$ cat config.mk
export PLATFORM = sky130hd
export DESIGN_NAME = spim_top
export DESIGN_NICKNAME = d
export VERILOG_FILES = /design/src/rtl/spim_pkg.sv /design/src/rtl/spim_rate_div.sv /design/src/rtl/spim_ctrl.sv /design/src/rtl/spim_shifter.sv /design/src/rtl/spim_top.sv
export SDC_FILE = /design/constraint.sdc
export NUM_CORES = 1
export LEC_CHECK = 0
export BUFFER_PORTS_ARGS = -buffer_cell sky130_fd_sc_hd__buf_2
export CELL_PAD_IN_SITES_DETAIL_PLACEMENT = 1
export CELL_PAD_IN_SITES_GLOBAL_PLACEMENT = 2
export CORE_UTILIZATION = 40
export CTS_BUF_LIST = sky130_fd_sc_hd__clkbuf_4 sky130_fd_sc_hd__clkbuf_8 sky130_fd_sc_hd__clkbuf_16
export CTS_CLUSTER_DIAMETER = 120
export DETAILED_ROUTE_END_ITERATION = 10
export GPL_TIMING_DRIVEN = 0
export HOLD_SLACK_MARGIN = 0.12
export PLACE_DENSITY_LB_ADDON = 0.25
export SLEW_MARGIN = 20
export SYNTH_ARGS = -nofsm -noshare
export SYNTH_HDL_FRONTEND = slang
export SYNTH_SLANG_ARGS = --single-unit
export TNS_END_PERCENT = 5
$ cat constraint.sdc
create_clock -name clk -period 3.76 [get_ports clk]
set_input_delay 0.564 -clock clk [delete_from_list [all_inputs] [get_ports clk]]
set_output_delay 0.564 -clock clk [all_outputs]
set_load 0.005 [all_outputs]
$ cat src/rtl/spim_pkg.sv
`timescale 1ns/1ps
package spim_pkg;
  localparam int unsigned MAX_DIV = 128;

  // bus cycles per bit for a given rate code: 2, 8, 32, 128
  function automatic int unsigned div_of(input logic [1:0] sel);
    int unsigned base;
    base = 2;
    return base << (2 * int'(sel));
  endfunction
endpackage

$ cat src/rtl/spim_rate_div.sv
`timescale 1ns/1ps
module spim_rate_div
  import spim_pkg::*;
#(
  parameter int CNT_W = $clog2(MAX_DIV)
) (
  input  logic       clk,
  input  logic       rst_n,
  input  logic       run,
  input  logic [1:0] rate_sel,
  output logic [CNT_W-1:0] cnt,
  output logic       half_tick,
  output logic       bit_tick
);
  logic [CNT_W-1:0] cnt_q, cnt_d, last_v, half_v;

  always_comb begin
    last_v    = CNT_W'(div_of(rate_sel) - 1);
    half_v    = CNT_W'(div_of(rate_sel) / 2 - 1);
    bit_tick  = run && (cnt_q == last_v);
    half_tick = run && ((cnt_q == last_v) || (cnt_q == half_v));
    if (!run)                cnt_d = '0;
    else if (cnt_q >= last_v) cnt_d = '0;
    else                     cnt_d = cnt_q + 1'b1;
  end

  always_ff @(posedge clk or negedge rst_n) begin
    if (!rst_n) cnt_q <= '0;
    else        cnt_q <= cnt_d;
  end

  assign cnt = cnt_q;
endmodule

$ cat src/rtl/spim_ctrl.sv
`timescale 1ns/1ps
module spim_ctrl #(
  parameter int DATA_W = 8,
  localparam int EDGES = 2 * DATA_W,
  localparam int EC_W  = $clog2(EDGES)
) (
  input  logic clk,
  input  logic rst_n,
  input  logic run,
  input  logic cpha,
  input  logic wr_stb,
  input  logic half_tick,
  input  logic bit_tick,
  output logic busy,
  output logic pend,
  output logic sck_act,
  output logic done,
  output logic accept,
  output logic start,
  output logic drive,
  output logic sample,
  output logic last_sample
);
  logic busy_q, busy_d, pend_q, pend_d, act_q, act_d, done_q, done_d;
  logic [EC_W-1:0] ec_q, ec_d;
  logic edge_ev, lead, last_edge;

  always_comb begin
    accept    = wr_stb && run && !busy_q && !pend_q;
    start     = run && pend_q && bit_tick;
    edge_ev   = run && busy_q && half_tick;
    lead      = !ec_q[0];
    last_edge = (ec_q == EC_W'(EDGES - 1));
    drive     = edge_ev && (cpha ? lead : (!lead && !last_edge));
    sample    = edge_ev && (cpha ? !lead : lead);
    last_sample = sample &&
                  (ec_q == (cpha ? EC_W'(EDGES - 1) : EC_W'(EDGES - 2)));

    pend_d = pend_q;
    busy_d = busy_q;
    act_d  = act_q;
    ec_d   = ec_q;
    done_d = done_q;
    if (!run) begin
      pend_d = 1'b0;
      busy_d = 1'b0;
      act_d  = 1'b0;
    end else begin
      if (accept)      pend_d = 1'b1;
      else if (start)  pend_d = 1'b0;
      if (start) begin
        busy_d = 1'b1;
        ec_d   = '0;
      end else if (edge_ev) begin
        act_d = !act_q;
        ec_d  = ec_q + 1'b1;
        if (last_edge) busy_d = 1'b0;
      end
    end
    if (accept)           done_d = 1'b0;
    else if (last_sample) done_d = 1'b1;
  end

  always_ff @(posedge clk or negedge rst_n) begin
    if (!rst_n) begin
      pend_q <= 1'b0;
      busy_q <= 1'b0;
      act_q  <= 1'b0;
      ec_q   <= '0;
      done_q <= 1'b0;
    end else begin
      pend_q <= pend_d;
      busy_q <= busy_d;
      act_q  <= act_d;
      ec_q   <= ec_d;
      done_q <= done_d;
    end
  end

  assign busy    = busy_q;
  assign pend    = pend_q;
  assign sck_act = act_q;
  assign done    = done_q;
endmodule

$ cat src/rtl/spim_shifter.sv
`timescale 1ns/1ps
module spim_shifter #(
  parameter int DATA_W = 8
) (
  input  logic              clk,
  input  logic              rst_n,
  input  logic              cpha,
  input  logic              accept,
  input  logic              start,
  input  logic              drive,
  input  logic              sample,
  input  logic              last_sample,
  input  logic [DATA_W-1:0] wr_data,
  input  logic              miso,
  output logic              mosi,
  output logic [DATA_W-1:0] held,
  output logic [DATA_W-1:0] rx_data
);
  logic [DATA_W-1:0] hold_q, tx_q, tx_d, rs_q, rs_d, rx_q, rx_d;
  logic mosi_q, mosi_d, tx_en;

  always_comb begin
    tx_en  = start || drive;
    tx_d   = tx_q;
    mosi_d = mosi_q;
    if (start) begin
      if (cpha) begin
        tx_d = hold_q;
      end else begin
        mosi_d = hold_q[DATA_W-1];
        tx_d   = {hold_q[DATA_W-2:0], 1'b0};
      end
    end else if (drive) begin
      mosi_d = tx_q[DATA_W-1];
      tx_d   = {tx_q[DATA_W-2:0], 1'b0};
    end
    rs_d = {rs_q[DATA_W-2:0], miso};
    rx_d = rs_d;
  end

  always_ff @(posedge clk or negedge rst_n) begin
    if (!rst_n) begin
      hold_q <= '0;
      tx_q   <= '0;
      mosi_q <= 1'b0;
      rs_q   <= '0;
      rx_q   <= '0;
    end else begin
      if (accept)      hold_q <= wr_data;
      if (tx_en)       tx_q   <= tx_d;
      if (tx_en)       mosi_q <= mosi_d;
      if (sample)      rs_q   <= rs_d;
      if (last_sample) rx_q   <= rx_d;
    end
  end

  assign mosi    = mosi_q;
  assign held    = hold_q;
  assign rx_data = rx_q;
endmodule

$ cat src/rtl/spim_top.sv
`timescale 1ns/1ps
module spim_top
  import spim_pkg::*;
#(
  parameter int DATA_W = 8,
  localparam int CNT_W = $clog2(MAX_DIV)
) (
  input  logic              clk,
  input  logic              rst_n,
  input  logic              spi_en,
  input  logic              master,
  input  logic              cpol,
  input  logic              cpha,
  input  logic [1:0]        rate_sel,
  input  logic              wr_stb,
  input  logic [DATA_W-1:0] wr_data,
  input  logic              miso,
  output logic              sck,
  output logic              mosi,
  output logic [DATA_W-1:0] rx_data,
  output logic              xfer_done
);
  logic run, half_tick, bit_tick;
  logic busy, pend, sck_act, accept, start, drive, sample, last_sample;
  logic [CNT_W-1:0]  div_cnt;
  logic [DATA_W-1:0] held;

  assign run = spi_en && master;

  spim_rate_div #(.CNT_W(CNT_W)) u_div (
    .clk(clk), .rst_n(rst_n), .run(run), .rate_sel(rate_sel),
    .cnt(div_cnt), .half_tick(half_tick), .bit_tick(bit_tick)
  );

  spim_ctrl #(.DATA_W(DATA_W)) u_ctrl (
    .clk(clk), .rst_n(rst_n), .run(run), .cpha(cpha), .wr_stb(wr_stb),
    .half_tick(half_tick), .bit_tick(bit_tick),
    .busy(busy), .pend(pend), .sck_act(sck_act), .done(xfer_done),
    .accept(accept), .start(start), .drive(drive), .sample(sample),
    .last_sample(last_sample)
  );

  spim_shifter #(.DATA_W(DATA_W)) u_shift (
    .clk(clk), .rst_n(rst_n), .cpha(cpha), .accept(accept), .start(start),
    .drive(drive), .sample(sample), .last_sample(last_sample),
    .wr_data(wr_data), .miso(miso), .mosi(mosi), .held(held),
    .rx_data(rx_data)
  );

  assign sck = cpol ^ sck_act;
endmodule

==> flow_summary_export.csv <==
group,metric,value,unit
status,outcome,"completed",
floorplan,die_w,78.8,um
global_route,grt_pass1_vias,1745,
global_route,antenna_found_initial,0,
synthesis,synth_simple_gate_area_share,12.3,%
layout,fill_cells,648,
placed_design,portBuffers,27,
run,max_cap_viol_count,0,
synthesis,yosysWarnings,0,
synthesis,synth-seq-area-share,49.9,%
setup_path,crit_fanout,9,
setup_path,startpoint_type,"register",
cts,ctsHoldBuffers,0,
synthesis,ys_types,40,
layout,drive_above_1_share,29.9,%
cts,cts_setup_buffers,0,
synthesis,syn_nets,230,
placed_design,preCtsSetupSlack,982,ps
sta,setup_ws,1090,ps
sta,period_share,71.1,%
drt,drc,0,
setup_path,cp.arrival,2840,ps
cts,ctsResizeCount,0,
synthesis,synth-compound-area-share,11.5,%
synthesis,synth_fa_ha_area_share,3.18,%
setup_path,endpoint_kind,"register",
cts,cts.htree.levels,2,
global_route,grt_pass1_wl,8230,um
synthesis,syn-cell-area,2360,sq um
synthesis,synth_top_family_by_area,"multiplexers",
floorplan,fp-row-count,27,
floorplan,die-area,6200,sq um
drt,vias_per_cell,5.39,
cts,path_clk_slew,90,ps
global_route,grt_max_degree,48,
cts,cts_num_sinks,47,
cts,clk_latency,300,ps
setup_path,critPathRequiredTime,3920,ps
layout,synthToLayoutAreaGrowth,14.1,%
synthesis,async_flop_share,100,%
synthesis,synth_seq_cells,47,
floorplan,start_util,42.0,%
setup_path,path_class,"register to register",
layout,layout_commonest_cell,"dfrtp_1",
sta,final-hold-violation-count,0,
sta,drv_slew,0,
global_route,grt_usage,17.4,%
synthesis,synthCells,206,
drt,wl_per_cell,15.5,um
layout,diodes,0,
sta,worstMarginPinSlew,1120,ps
drt,antenna_left,0,
floorplan,die_h,78.8,um
layout,final_cell_mix,"47 x dfrtp_1, 27 x buf_2, 18 x nand2_1",
synthesis,synth_xor_area_share,4.09,%
sta,setup_tns,0,ps
placed_design,place_congestion,0.693,
cts,cts_tree,"done",
layout,final_nets,264,
sta,fmax,374,MHz
synthesis,synthFlopType,"dfrtp_1",
min_path,min_path_type,"primary input to asynchronous set/reset pin",
cts,cts_buffer_depth,2,
cts,cts_inserted_buffers,5,
drt,drt_iter0_markers,46,
drt,dr_total_vias,1688,
synthesis,synth_edf_count,0,
floorplan,ios,29,
power,powerDensity,359,nW/um^2
drt,first_pass_iters,4,
power,cellLeakagePower,0.00132,uW
sta,slew_headroom,24.8,%
power,max-vdd-ir-drop,0.000261,V
sta,fin_crit,2670,ps
cts,root_buffer,"clkbuf_8",
drt,routed_wl,4860,um
placed_design,hpwlAfterDp,3460,um
sta,setup_violations,0,
floorplan,core,5610,sq um
global_route,grt_remaining_overflow,0,
sta,fin_skew,2.41,ps
sta,rsz0062_at_grt,"no",
synthesis,postSynthAreaPerCell,11.4,sq um
synthesis,synthMuxAreaShare,16.1,%
cell type report:
| type | instances | area (sq um) | share of cell area [%] |
|---|---|---|---|
| Clock inverter | 1 | 7.51 | 0.279 |
| Multi-Input combinational cell | 145 | 1110 | 41.4 |
| Sequential cell | 47 | 1180 | 43.7 |
| Buffer | 9 | 50.0 | 1.86 |
| Inverter | 5 | 18.8 | 0.698 |
| Clock buffer | 7 | 96.3 | 3.58 |
| Tap cell | 72 | 90.1 | 3.35 |
| Timing Repair Buffer | 27 | 138 | 5.12 |
where the power goes:
group,internal (uW),total [uW],switching [uW],leakage [uW]
logic,38.5,79.2,40.7,0.000634
clock network,167,344,176,0.0000505
registers,527,544,17.0,0.000638
total,733,967,234,0.00132
Yosys cell counts (2+ instances only):
cell type,count,area [sq um]
nand3_1,6,30.0
o21ai_0,4,20.0
ha_1,6,75.1
nand2_1,18,67.6
and3_1,5,31.3
mux2i_1,8,80.1
a21bo_2,2,20.0
a21oi_1,4,20.0
buf_6,2,22.5
dfrtp_1,47,1180
mux2_4,8,120
a21o_1,2,15.0
a22oi_1,7,52.6
a31oi_1,7,43.8
xnor2_1,8,70.1
a211oi_1,5,37.5
nor2_1,17,63.8
inv_1,5,18.8
xor2_1,3,26.3
nor4_1,2,12.5
mux2_2,16,180
clkbuf_1,6,22.5
through the flow:
stage	total power (uW)	utilization (%)	hold WS [ps]	cell area [sq um]	cells
after global placement	633	46.1	479	2580	305
after global routing	1010	47.9	312	2690	313
after detailed placement	636	46.1	486	2580	305
after floorplan	600	-	268	2360	206
final	967	47.9	252	2690	313
after CTS	980	47.9	475	2690	313
cells by family after synthesis:
group           after synthesis
buf+inv                      14
fa+ha+maj                     6
simple gates                 59
mux                          32
compound gates               37
xor+xnor                     11
flops                        47
state kept, by name, summed over array words and instances, names as in the netlist:
| register | cells |
|---|---|
| u_shift.held | 8 |
| u_shift.rx_data | 8 |
| u_shift.tx_q | 8 |
| u_div.cnt | 7 |
| u_shift.rs_q | 7 |
| u_ctrl.ec_q | 4 |
| u_ctrl.busy | 1 |
| u_ctrl.done | 1 |
| u_ctrl.pend | 1 |
| u_ctrl.sck_act | 1 |
| u_shift.mosi | 1 |
critical path, cell delays in order, from the launching register on:
cell and delay, ps:
dfrtp_1 440, ha_1 230, and3_1 160, a211oi_1 890
a21bo_2 300, clkbuf_1 210, nor3_1 210, a211oi_1 80
worst paths after layout:
kind / start / end / slack, ps / cells past startpoint
hold reg to reg: u_ctrl.done / u_ctrl.done / 500 / 1
min in group clk: wr_data[2] / u_shift.held[2] / 480 / 2
setup / recovery: u_ctrl.ec_q[0] / u_shift.mosi / 1090 / 7
hold / removal: rst_n / u_div.cnt[5] / 250 / 1
setup reg to reg: u_ctrl.ec_q[0] / u_shift.mosi / 1090 / 7
max in group asynchronous: rst_n / u_ctrl.pend / 3090 / 1
layer usage:
metal  GRT usage (%)  routed length, um  vias up  share of wire (%)
met2            29.7               2470       16                 51
met4            7.78                 87        0                1.8
met5               0                  0        -                  0
met1            21.1               2210      866                 46
li1                -                  -      800                  -
met3            3.45                 95        6                2.0
Power figures use the tool's default switching activity.
